**src/rtl/nine_bit_uart.sv**
```systemverilog
module nine_bit_uart #(
  parameter int OVS = 16,
  parameter int DW  = 8
) (
  input  logic          clk,
  input  logic          rst_n,
  input  logic          tick16,
  input  logic          addr_only,
  input  logic [DW-1:0] tx_data,
  input  logic          tx_bit9,
  input  logic          tx_start,
  output logic          tx_busy,
  output logic          tx_done,
  output logic          tx_line,
  input  logic          rx_line,
  input  logic          rx_clear,
  output logic [DW-1:0] rx_data,
  output logic          rx_bit9,
  output logic          rx_ready,
  output logic          frame_err
);
  localparam int SW = $clog2(OVS);
  localparam int FW = DW + 3;
  localparam int LW = $clog2(FW + 1);
  localparam int CW = $clog2(DW + 1);
  localparam logic [SW-1:0] LAST = SW'(OVS - 1);
  localparam logic [SW-1:0] MID  = SW'(OVS / 2 - 1);

  // transmitter
  logic [FW-1:0] tx_sh;
  logic [LW-1:0] tx_left;
  logic [SW-1:0] tx_sub;

  always_ff @(posedge clk or negedge rst_n) begin
    if (!rst_n) begin
      tx_sh   <= '1;
      tx_left <= '0;
      tx_sub  <= '0;
      tx_busy <= 1'b0;
      tx_done <= 1'b0;
    end else begin
      tx_done <= 1'b0;
      if (!tx_busy && tx_start) begin
        tx_sh   <= {1'b1, tx_bit9, tx_data, 1'b0};
        tx_left <= LW'(FW);
        tx_sub  <= '0;
        tx_busy <= 1'b1;
      end else if (tx_busy && tick16) begin
        tx_sub <= (tx_sub == LAST) ? '0 : tx_sub + 1'b1;
        if (tx_sub == LAST) begin
          tx_sh   <= {1'b1, tx_sh[FW-1:1]};
          tx_left <= tx_left - 1'b1;
          if (tx_left == LW'(1)) begin
            tx_busy <= 1'b0;
            tx_done <= 1'b1;
          end
        end
      end
    end
  end

  assign tx_line = tx_busy ? tx_sh[0] : 1'b1;

  // receiver
  typedef enum logic [1:0] {RX_IDLE, RX_START, RX_BITS, RX_STOP} rx_state_t;
  rx_state_t     rx_st;
  logic [1:0]    rx_sync;
  logic          rx_s;
  logic [SW-1:0] rx_sub;
  logic [CW-1:0] rx_cnt;
  logic [DW:0]   rx_sh;
  logic          stop_pt, rx_set;

  assign rx_s    = rx_sync[1];
  assign stop_pt = (rx_st == RX_STOP) && tick16 && (rx_sub == LAST);
  assign rx_set  = stop_pt && rx_s && (!addr_only || rx_sh[DW]);

  always_ff @(posedge clk or negedge rst_n) begin
    if (!rst_n) begin
      rx_sync   <= 2'b11;
      rx_st     <= RX_IDLE;
      rx_sub    <= '0;
      rx_cnt    <= '0;
      rx_sh     <= '0;
      rx_data   <= '0;
      rx_bit9   <= 1'b0;
      rx_ready  <= 1'b0;
      frame_err <= 1'b0;
    end else begin
      rx_sync   <= {rx_sync[0], rx_line};
      frame_err <= 1'b0;
      if (rx_set) begin
        rx_ready <= 1'b1;
        rx_data  <= rx_sh[DW-1:0];
        rx_bit9  <= rx_sh[DW];
      end else if (rx_clear) begin
        rx_ready <= 1'b0;
      end
      if (tick16) begin
        case (rx_st)
          RX_IDLE:
            if (!rx_s) begin
              rx_st  <= RX_START;
              rx_sub <= '0;
            end
          RX_START:
            if (rx_sub == MID) begin
              rx_sub <= '0;
              rx_cnt <= '0;
              rx_st  <= rx_s ? RX_IDLE : RX_BITS;
            end else begin
              rx_sub <= rx_sub + 1'b1;
            end
          RX_BITS:
            if (rx_sub == LAST) begin
              rx_sub <= '0;
              rx_sh  <= {rx_s, rx_sh[DW:1]};
              if (rx_cnt == CW'(DW)) rx_st <= RX_STOP;
              else rx_cnt <= rx_cnt + 1'b1;
            end else begin
              rx_sub <= rx_sub + 1'b1;
            end
          RX_STOP:
            if (rx_sub == LAST) begin
              rx_sub    <= '0;
              rx_st     <= RX_IDLE;
              frame_err <= !rx_s;
            end else begin
              rx_sub <= rx_sub + 1'b1;
            end
          default: rx_st <= RX_IDLE;
        endcase
      end
    end
  end
endmodule


```
**config.mk**
```make
export PLATFORM = sky130hd
export DESIGN_NAME = nine_bit_uart
export DESIGN_NICKNAME = d
export VERILOG_FILES = /design/src/rtl/nine_bit_uart.sv
export SDC_FILE = /design/constraint.sdc
export NUM_CORES = 1
export LEC_CHECK = 0
export ABC_CLOCK_PERIOD_IN_PS = 1650
export BUFFER_PORTS_ARGS = -buffer_cell sky130_fd_sc_hd__buf_4
export CORE_AREA = 2 2 60 90
export DETAILED_ROUTE_END_ITERATION = 10
export DIE_AREA = 0 0 62 92
export PLACE_DENSITY_LB_ADDON = 0.05
export SLEW_MARGIN = 5
export SYNTH_ARGS = -nofsm -noshare
export SYNTH_HDL_FRONTEND = slang
export SYNTH_SLANG_ARGS = --single-unit
```
**constraint.sdc**
```tcl
create_clock -name clk -period 1.65 [get_ports clk]
set_input_delay 0.33 -clock clk [delete_from_list [all_inputs] [get_ports clk]]
set_output_delay 0.33 -clock clk [all_outputs]
set_load 0.01 [all_outputs]
```
==> flow_summary.yaml, run 1 <==
floorplanning:
  rows: 32
  die_w_um: 62
  initial_utilization_pct: 48.4
  die_area_um2: 5700
  dieHeight_um: 92
  fp.coreArea_um2: 5000
  ios: 30
clock_tree:
  clock_latency_ns: 0.31
  ctsRootBufferMaster: "clkbuf_8"
  cts_tree: "yes"
  cts_buffers: 5
  h-tree-depth: 2
  path_clk_slew_ns: 0.10
  clock-sinks: 52
  clk_path_buf_depth: 2
  hold_buffers: 0
worst_setup_path:
  path_class: "reg2reg"
  reg2reg_slack_ns: 0.1
  critPathArrivalTime_ns: 1.74
  slowest_delay_ns: 0.43
  cp_slowest_cell: "or3_1"
  crit_path_end_kind: "register"
  worst_path_most_repeated_cell: "o21ai_0"
  path_cells: "ha_4 > nand4_1 > or3_1 > o21ai_0 > o21ai_0"
  startpoint_type: "register"
  worstPathRequired_ns: 1.84
  critical_path.max_fanout: 7
sta:
  hold_ws_ns: 0.0312
  fin_crit_sh_pct: 94.0
  hold_violations: 0
  finalSetupViolations: 0
  fin_crit_ns: 1.55
  fmax_ghz: 0.645
  slew_viol_final: 0
  clock-skew-final_ns: 0.00580
  worst_slew_pin_slew_ns: 0.637
  setup_ws_ns: 0.0986
  final.setup.tns_ns: 0
  relSlewSlack_pct: 57.6
finish:
  final_cells: 329
  fillers: 470
  final_cell_mix: "40 x buf_4, 38 x dfrtp_1, 26 x nand2_1, 17 x mux2_2"
  finalNetCount: 282
  multi_input_area_um2: 1050
  drive_gt1_share_pct: 34.1
  syn2layout_area_growth_pct: 21.0
  postLayoutCoreUtil_pct: 58.5
  final_common_cell: "buf_4"
  regArea_um2: 1320
  antennaDiodeCount: 0
global_routing:
  grt_overflow: 0
  grt_pass1_vias: 1773
  grt_pass1_wl_um: 7980
  grt.total_usage_pct: 18.3
  grt_max_degree: 53
  grt_antenna_before_repair: 0
detailed_routing:
  wl_per_cell_um: 13.4
  route.detailed.drc: 0
  via_per_inst: 5.35
  ant_nets: 0
  drtPass1Iterations: 4
  drtIter0Drc: 93
  wl_um: 4420
  num_vias: 1760
logic_synthesis:
  post_synth_num_cell_types: 39
  synth_area_um2: 2420
  syn_area_per_cell_um2: 11.0
  synth_ff_type: "dfrtp_1"
  syn_nets: 241
  syn_inst: 219
  synth_edf_count: 0
  yosysSeqAreaShare_pct: 54.4
  yosys_warnings: 0
  async_flop_share_pct: 100
  ys_ff_latch: 52
power_and_ir_drop:
  vdd_drop_max_v: 0.000618
  p_per_area_nw_per_um2: 1280
  p_leak_nw: 1.36
placed_design:
  dp_cells: 320
  pre_cts_ws_ns: 0.0328
  hpwl_um: 3160
  gp_congestion: 0.816
  place.port_buffers: 29
flow_run:
  maxCapViolations: 0
hold_path:
  hp-class: "in2async"
run_status:
  status: "complete, no violations"
[synthesized netlist by cell type, types with 2 or more instances]
cell type | count | area, um2
nand2_1 | 27 | 101
inv_1 | 8 | 30.0
nor2b_1 | 5 | 31.3
o211ai_1 | 2 | 15.0
a31oi_1 | 2 | 12.5
dfstp_2 | 12 | 315
a21oi_1 | 3 | 15.0
nor2_2 | 2 | 12.5
and3_1 | 3 | 18.8
buf_2 | 5 | 25.0
nand4_1 | 6 | 37.5
mux2_2 | 17 | 191
dfrtp_1 | 40 | 1000
ha_1 | 6 | 75.1
a221o_1 | 8 | 80.1
nor2_1 | 12 | 45.0
nand2b_1 | 3 | 18.8
a22o_1 | 5 | 43.8
o21ai_0 | 11 | 55.1
xnor2_1 | 2 | 17.5
and2_1 | 2 | 12.5
nor3_1 | 5 | 25.0
nand3_1 | 10 | 50.1
mux2i_1 | 4 | 40.0
clkbuf_1 | 4 | 15.0
nor4b_1 | 2 | 17.5
[metrics by stage]
step	power (mW)	cell area (um2)
6_report	3.76	2930
5_1_grt	4.07	2930
4_1_cts	3.79	2910
3_5_place_dp	3.01	2820
3_3_place_gp	2.99	2820
2_1_floorplan	2.68	2430
[worst max-delay path: cells and delay by family (launching register included)]
family	cells	cell delay, ns
fa+ha+maj	1	0.19
simple gates	2	0.59
compound gates	2	0.24
flops	1	0.42
[final cells by class]
cell class                      instances  area share, %
Sequential cell                        52           45.0
Inverter                                8           1.03
Tap cell                               68           2.91
Timing Repair Buffer                   43           12.0
Clock buffer                            5           2.35
Clock inverter                          3          0.855
Multi-Input combinational cell        150           35.8
[timing repair]
| item | 4_1_cts | 5_1_grt |
|---|---|---|
| resized for setup | 0 | 4 |
| setup endpoints to repair | 0 | 8 |
| setup buffers | 0 | 1 |
[worst paths after layout]
path | end | cells after the start | startpoint
hold / removal | rx_cnt[0] | 1 | rst_n
hold reg to reg | rx_sync[1] | 0 | rx_sync[0]
setup / recovery | rx_bit9 | 5 | rx_sub[1]
max in group asynchronous | rx_st[0] | 1 | rst_n
min in group clk | rx_sync[0] | 1 | rx_line
setup reg to reg | rx_bit9 | 5 | rx_sub[1]
[state kept, by name, indices dropped and copies added, names as in the netlist, 2 cells and up, named ones only]
signal	count
rx_sync	2
rx_cnt	4
rx_sh	9
tx_sub	4
rx_sub	4
tx_sh	10
rx_data	8
tx_left	4
[kinds of logic (layout without fill, tap and decap cells)]
group                    count (synthesis)  in the layout  synth area share, %
XOR/XNOR                                 2              2                0.724
AND/OR/NAND/NOR                         84             84                 18.1
adder cells (fa/ha/maj)                  6              6                 3.10
flip-flops                              52             52                 54.4
buffers and inverters                   17             59                 2.90
multiplexers                            21             21                 9.57
AO/OA/AOI/OAI                           37             37                 11.2
[where the power goes]
group          total [mW]  leakage (nW)  switching [mW]  internal, mW
Sequential           1.92         0.619           0.269          1.65
Clock               0.752        0.0452           0.442         0.310
Combinational        1.08         0.696           0.511         0.570
[layer usage]
metal | track usage (%) | vias to the layer above | routed length, um
met5 | 0 | - | 0
met4 | 6.74 | 0 | 53
met3 | 3.81 | 6 | 99
met2 | 29.9 | 28 | 2380
met1 | 23.0 | 857 | 1890
li1 | - | 869 | -
No activity file was read; power rests on OpenSTA's default activity.
==> inputs of run 2 (changes only) <==
Settings changed: ABC_AREA set to 1, CORE_AREA 2 2 60 90 to 2 2 73 75, DIE_AREA 0 0 62 92 to 0 0 75 77.
==> run 2 against run 1 <==
  * Count of clock-buffer cells in the layout up 2
  * Clock power shrank 2%
  * Via count increased by 0.80%
  * Utilization decreased by 1.9 points
  * Largest cell class unchanged
  * Critical path depth increased by 1
  * Hold slack better by 0.0089 ns
  * Critical endpoint is now rx_data[1]
  * Combinational power decreased by 16%
  * Register-to-register slack gained 0.06 ns
  * Power is 6.8% lower
  * Sequential share of layout area rose by 1.7 points
  * Clock skew fell by 0.0037 ns
  * Cell count grew 12%
==> flow_summary.yaml, run 2 <==
run_status:
  status: "complete, no violations"
worst_setup_path:
  path_class: "reg2reg"
  r2r_end: "rx_data[1]"
  ff2ff_path_depth: 6
  worst_path_most_repeated_cell: "nand3_4"
  crit_path_end_kind: "register"
  path_cells: "ha_1 > nand3_4 > nor2_2 > nand3_4 > nand2_1 > o21ai_2"
  reg2reg_from: "rx_sub[0]"
  slowest_delay_ns: 0.39
  cp_slowest_cell: "dfrtp_1"
  worstPathRequired_ns: 1.84
  critPathArrivalTime_ns: 1.68
  startpoint_type: "register"
  critical_path.max_fanout: 19
  reg2reg_slack_ns: 0.16
detailed_routing:
  ant_nets: 0
  num_vias: 1774
  drtPass1Iterations: 4
  via_per_inst: 4.79
  drtIter0Drc: 107
  met1Wirelength_um: 1920
  top_layer_used: "met4"
  wl_per_cell_um: 10.9
  met2_length_um: 1910
  route.detailed.drc: 0
  met3WireLength_um: 155
  wl_um: 4040
finish:
  largest_reg_flops: 10
  final_cell_mix: "69 x nand2_1, 40 x dfrtp_1, 33 x buf_4, 26 x inv_1, 20 x nor2_1"
  drive_gt1_share_pct: 25.7
  final_cells: 370
  final_common_cell: "nand2_1"
  top_regs: "tx_sh (10), rx_sh (9), rx_data (8)"
  syn2layout_area_growth_pct: 15.8
  antennaDiodeCount: 0
  top_register: "tx_sh"
  fillers: 476
  finalNetCount: 321
placed_design:
  hpwl_um: 2890
  dp_cells: 362
  gp_congestion: 0.794
  place.port_buffers: 29
clock_tree:
  path_clk_slew_ns: 0.09
  cts_buffers: 5
  clock_latency_ns: 0.29
  cts_tree: "yes"
  clk_path_buf_depth: 2
  post_cts.repair.setup_buffers: 0
  cts_resized: 0
  hold_buffers: 0
  h-tree-depth: 2
  ctsRootBufferMaster: "clkbuf_8"
  clock-sinks: 52
sta:
  slew_viol_final: 0
  fin_crit_sh_pct: 90.5
  fmax_ghz: 0.670
  hold_violations: 0
  fin_crit_ns: 1.49
  rsz0062_at_grt: "false"
  relSlewSlack_pct: 58.2
  finalSetupViolations: 0
  clock-skew-final_ns: 0.00210
  worst_slew_pin_slew_ns: 0.627
  final.setup.tns_ns: 0
logic_synthesis:
  async_flop_share_pct: 100
  syn_area_per_cell_um2: 9.21
  synth_ff_type: "dfrtp_1"
  synth_commonest_cells: "69 x nand2_1, 40 x dfrtp_1, 26 x inv_1"
  yosysMostFrequentCell: "nand2_1"
  synth_area_um2: 2430
  synth_largest_area_cell: "dfrtp_1"
  ys_ff_latch: 52
  syn_nets: 286
  yosysSeqAreaShare_pct: 54.1
  yosys-top-cells-area: "dfrtp_1 41%, dfstp_2 13%, nand2_1 11%, inv_1 4.0%, nand3_1 3.5%"
  post_synth_num_cell_types: 33
  yosys_warnings: 0
  synth_edf_count: 0
  syn_inst: 264
  synth_top_area_share_pct: 41.2
floorplanning:
  initial_utilization_pct: 48.9
  die_w_um: 75
  fp.coreArea_um2: 4980
  die_area_um2: 5780
  rows: 26
  dieHeight_um: 77
  ios: 30
power_and_ir_drop:
  power_frac_comb_pct: 26.0
  p_seq_share_pct: 52.9
  p_leak_nw: 1.29
  internal-power_mw: 2.36
  p_per_area_nw_per_um2: 1240
  p_switching_mw: 1.14
  vdd_drop_max_v: 0.000848
  p_clk_share_pct: 21.1
  p_sw_share_pct: 32.6
global_routing:
  grt_antenna_before_repair: 0
  grt_overflow: 0
  grt_pass1_vias: 1654
  grt_max_degree: 53
  grt_pass1_wl_um: 7220
  grt.total_usage_pct: 15.9
flow_run:
  maxCapViolations: 0
hold_path:
  hp-class: "in2async"
run 2: changes by cell type after synthesis, moves of 7 or more:
cell and change:
a221o_1 -8, nor2_1 +8, nand3_1 +7, a31oi_1 +7, nand2_1 +42, o21ai_1 +12
mux2_2 -17, o21ai_2 +9, inv_1 +18, o21ai_0 -7
run 2: stage by stage:
| stage | hold WS [ns] | utilization [%] | instance area, um2 | setup WS (ns) | power (mW) |
|---|---|---|---|---|---|
| 6_report | 0.0402 | 56.6 | 2820 | 0.157 | 3.50 |
| 5_1_grt | 0.0893 | 56.6 | 2820 | 0.0209 | 3.79 |
| 4_1_cts | 0.0761 | 56.6 | 2820 | 0.137 | 3.55 |
| 3_5_place_dp | 0.356 | 54.7 | 2720 | 0.152 | 2.80 |
| 3_3_place_gp | 0.358 | 54.7 | 2720 | 0.199 | 2.77 |
| 2_1_floorplan | 0.0344 | - | 2430 | 0.307 | 2.54 |
run 2: cell type report:
cell class,count,area (um2),share of cell area (%)
Sequential cell,52,1320,46.7
Multi-Input combinational cell,177,960,34.1
Timing Repair Buffer,33,248,8.79
Inverter,30,113,4.00
Tap cell,70,87.6,3.11
Clock buffer,7,86.3,3.06
Clock inverter,1,7.51,0.266
run 2: power groups by stage:
stage | Combinational, mW | Clock, mW | Sequential (mW)
2_1_floorplan | 0.716 | 0 | 1.83
4_1_cts | 0.929 | 0.765 | 1.86
3_5_place_dp | 0.926 | 0 | 1.88
6_report | 0.910 | 0.739 | 1.85
5_1_grt | 1.07 | 0.827 | 1.90
3_3_place_gp | 0.904 | 0 | 1.87
run 2: worst max-delay path, delay by kind of cell (launching register included):
kind	cells	cell delay (ns)
simple gates	4	0.66
flops	1	0.39
fa+ha+maj	1	0.27
compound gates	1	0.06
run 2: how the worst max path moves through the flow:
| stage | to | slack [ns] | cells after the start | from |
|---|---|---|---|---|
| 2_1_floorplan | tx_left[1] | 0.31 | 8 | tx_sub[0] |
| 3_3_place_gp | rx_data[4] | 0.20 | 6 | rx_sub[0] |
| 3_5_place_dp | rx_data[6] | 0.15 | 6 | rx_sub[0] |
| 4_1_cts | rx_data[6] | 0.14 | 6 | rx_sub[0] |
| 5_1_grt | rx_data[6] | 0.02 | 6 | rx_sub[0] |
| 6_report | rx_data[1] | 0.16 | 6 | rx_sub[0] |
run 2: cell families after synthesis:
logic type,after synthesis,synth area share (%)
buffers and inverters,35,6.43
flip-flops,52,54.1
AND/OR/NAND/NOR,122,22.6
XOR/XNOR,3,1.08
adder cells (fa/ha/maj),6,3.09
AO/OA/AOI/OAI,46,12.7
run 2: layer usage:
metal  up-vias  global-route usage, %
li1        930                      -
met3         4                   3.94
met2        27                   24.4
met5         -                      0
met4         0                   4.29
met1       813                   22.2
==> inputs of run 3 (changes only) <==
--- a/config.mk
+++ b/config.mk
@@ -8,7 +8,6 @@
 export ABC_AREA = 1
-export ABC_CLOCK_PERIOD_IN_PS = 1650
 export BUFFER_PORTS_ARGS = -buffer_cell sky130_fd_sc_hd__buf_4
-export CORE_AREA = 2 2 73 75
+export CORE_AREA = 2 2 81 83
 export DETAILED_ROUTE_END_ITERATION = 10
-export DIE_AREA = 0 0 75 77
+export DIE_AREA = 0 0 83 85
 export PLACE_DENSITY_LB_ADDON = 0.05
==> constraint.sdc (replaced) <==
create_clock -name clk -period 1.65 [get_ports clk]
set_input_delay 0.0825 -clock clk [delete_from_list [all_inputs] [get_ports clk]]
set_output_delay 0.0825 -clock clk [all_outputs]
set_load 0.01 [all_outputs]
==> run 3 against run 2 <==
  * Setup slack worse by 0.0060 ns
  * Highest routed layer unchanged
  * Power rose by 1.6%
  * Critical path depth unchanged
  * Hold slack worse by 0.031 ns
  * Count of clock-buffer cells in the layout is 1 lower
  * Critical endpoint is now rx_data[2]
==> flow_summary.yaml, run 3 (synthesized netlist as in run 2, its figures left out) <==
finish:
  largest_reg_flops: 10
  antennaDiodeCount: 0
  top_register: "tx_sh"
  fillers: 614
  top_regs: "tx_sh (10), rx_sh (9), rx_data (8)"
  final_common_cell: "nand2_1"
  final_cell_mix: "69 x nand2_1, 40 x dfrtp_1, 31 x buf_4, 26 x inv_1, 20 x nor2_1"
  finalNetCount: 328
  syn2layout_area_growth_pct: 19.5
  stdcell_area_um2: 2910
  drive_gt1_share_pct: 24.8
power_and_ir_drop:
  p_clk_share_pct: 22.1
  p_seq_share_pct: 52.1
  internal-power_mw: 2.37
  vdd_drop_max_v: 0.000611
  p_leak_nw: 1.32
  p_per_area_nw_per_um2: 1220
  p_switching_mw: 1.18
  power_mw: 3.56
  p_sw_share_pct: 33.2
  power_frac_comb_pct: 25.8
detailed_routing:
  route.detailed.drc: 0
  drtPass1Iterations: 4
  via_per_inst: 4.70
  top_layer_used: "met4"
  wl_um: 4450
  num_vias: 1806
  ant_nets: 0
  drtIter0Drc: 53
  wl_per_cell_um: 11.6
  met3WireLength_um: 196
  met1Wirelength_um: 2190
  met2_length_um: 2040
floorplanning:
  rows: 29
  die_w_um: 83
  initial_utilization_pct: 39.2
  dieHeight_um: 85
  fp.coreArea_um2: 6200
  ios: 30
  die_area_um2: 7060
sta:
  finalSetupViolations: 0
  final.setup.tns_ns: 0
  fin_crit_sh_pct: 90.9
  slew_viol_final: 0
  relSlewSlack_pct: 56.4
  fmax_ghz: 0.667
  hold_violations: 0
  fin_crit_ns: 1.50
  clock-skew-final_ns: 0.00609
  worst_slew_pin_slew_ns: 0.654
  hold_ws_ns: 0.00942
  rsz0062_at_grt: "false"
worst_setup_path:
  critical_path.max_fanout: 19
  path_class: "reg2reg"
  critPathTopFamily: "simple AND/OR/NAND/NOR gates"
  worst_path_most_repeated_cell: "nand3_4"
  slowest_delay_ns: 0.39
  path_cells: "ha_1 > nand3_4 > nor2_2 > nand3_4 > nand2_1 > o21ai_2"
  worstPathRequired_ns: 1.85
  cp_slowest_cell: "dfrtp_1"
  cp.buffers_inverters: 0
  startpoint_type: "register"
  critPathArrivalTime_ns: 1.70
  crit_path_end_kind: "register"
clock_tree:
  cts_tree: "yes"
  cts_buffers: 5
  ctsRootBufferMaster: "clkbuf_8"
  clock_latency_ns: 0.30
  h-tree-depth: 2
  post_cts.repair.setup_buffers: 0
  path_clk_slew_ns: 0.10
  clk_path_buf_depth: 2
  clock-sinks: 52
global_routing:
  grt.total_usage_pct: 13.3
  grt_max_degree: 53
  grt_pass1_wl_um: 7640
  grt_overflow: 0
  grt_antenna_before_repair: 0
  grt_pass1_vias: 1650
hold_path:
  hp-class: "in2reg"
placed_design:
  hpwl_um: 3020
  dpl-instance-area_um2: 2720
  place.port_buffers: 29
  gp_congestion: 0.781
flow_run:
  maxCapViolations: 0
run_status:
  status: "complete, no violations"
[run 3: cell types whose count changed in the layout (fill, tap and decap cells not counted), sizes merged]
cell and change:
dlygate4sd3 +9, buf -2, clkbuf -1, clkinv +1
clkinvlp -1, inv +1
[run 3: area by class of cell]
class	instances	area [um2]	share of cell area, %
sequential	52	1320	45.3
tap	77	96.3	3.31
clock buffer	6	82.6	2.84
inverter	30	115	3.96
multi-input combinational	177	960	33.0
timing repair buffer	40	323	11.1
clock inverter	2	13.8	0.474
[run 3: per-stage QoR]
stage / worst slack, ns / utilization (%) / std cells
finish: 0.151 / 46.8 / 384
global route: 0.000309 / 46.8 / 384
CTS: 0.120 / 46.8 / 384
detailed placement: 0.132 / 43.8 / 367
global placement: 0.185 / 43.8 / 367
floorplan: 0.307 / - / 264
[run 3: tightest hold or removal path, stage by stage]
cell     delay [ns]
buf_4          0.10
nand2_1        0.05
a31oi_1        0.08
[run 3: worst paths after layout]
kind / startpoint / endpoint / slack (ns) / depth (start not counted)
min reg2reg: rx_sync[0] / rx_sync[1] / 0.36 / 0
max in group asynchronous: rst_n / tx_busy / 0.87 / 2
min in group asynchronous: rst_n / rx_sub[3] / 0.34 / 2
max: rx_sub[0] / rx_data[2] / 0.15 / 6
max reg2reg: rx_sub[0] / rx_data[2] / 0.15 / 6
min: tx_data[6] / tx_sh[7] / 0.009 / 3
[run 3: repair_timing]
action | in CTS | in global routing
setup endpoints to repair | 0 | 3
endpoints found under the hold margin | 48 | 0
hold buffers | 9 | 0
resized for setup | 0 | 2
[run 3: per-layer routing]
metal / track usage [%] / up-vias
met5: 0 / -
met4: 4.02 / 0
met3: 3.40 / 2
met2: 21.1 / 36
met1: 17.9 / 830
li1: - / 938
[run 3: power groups by stage]
| stage | clock network [mW] | logic [mW] | registers [mW] |
|---|---|---|---|
| finish | 0.785 | 0.919 | 1.85 |
| global route | 0.865 | 1.08 | 1.90 |
| CTS | 0.823 | 0.938 | 1.85 |
| detailed placement | 0 | 0.923 | 1.87 |
| global placement | 0 | 0.911 | 1.87 |
| floorplan | 0 | 0.716 | 1.83 |
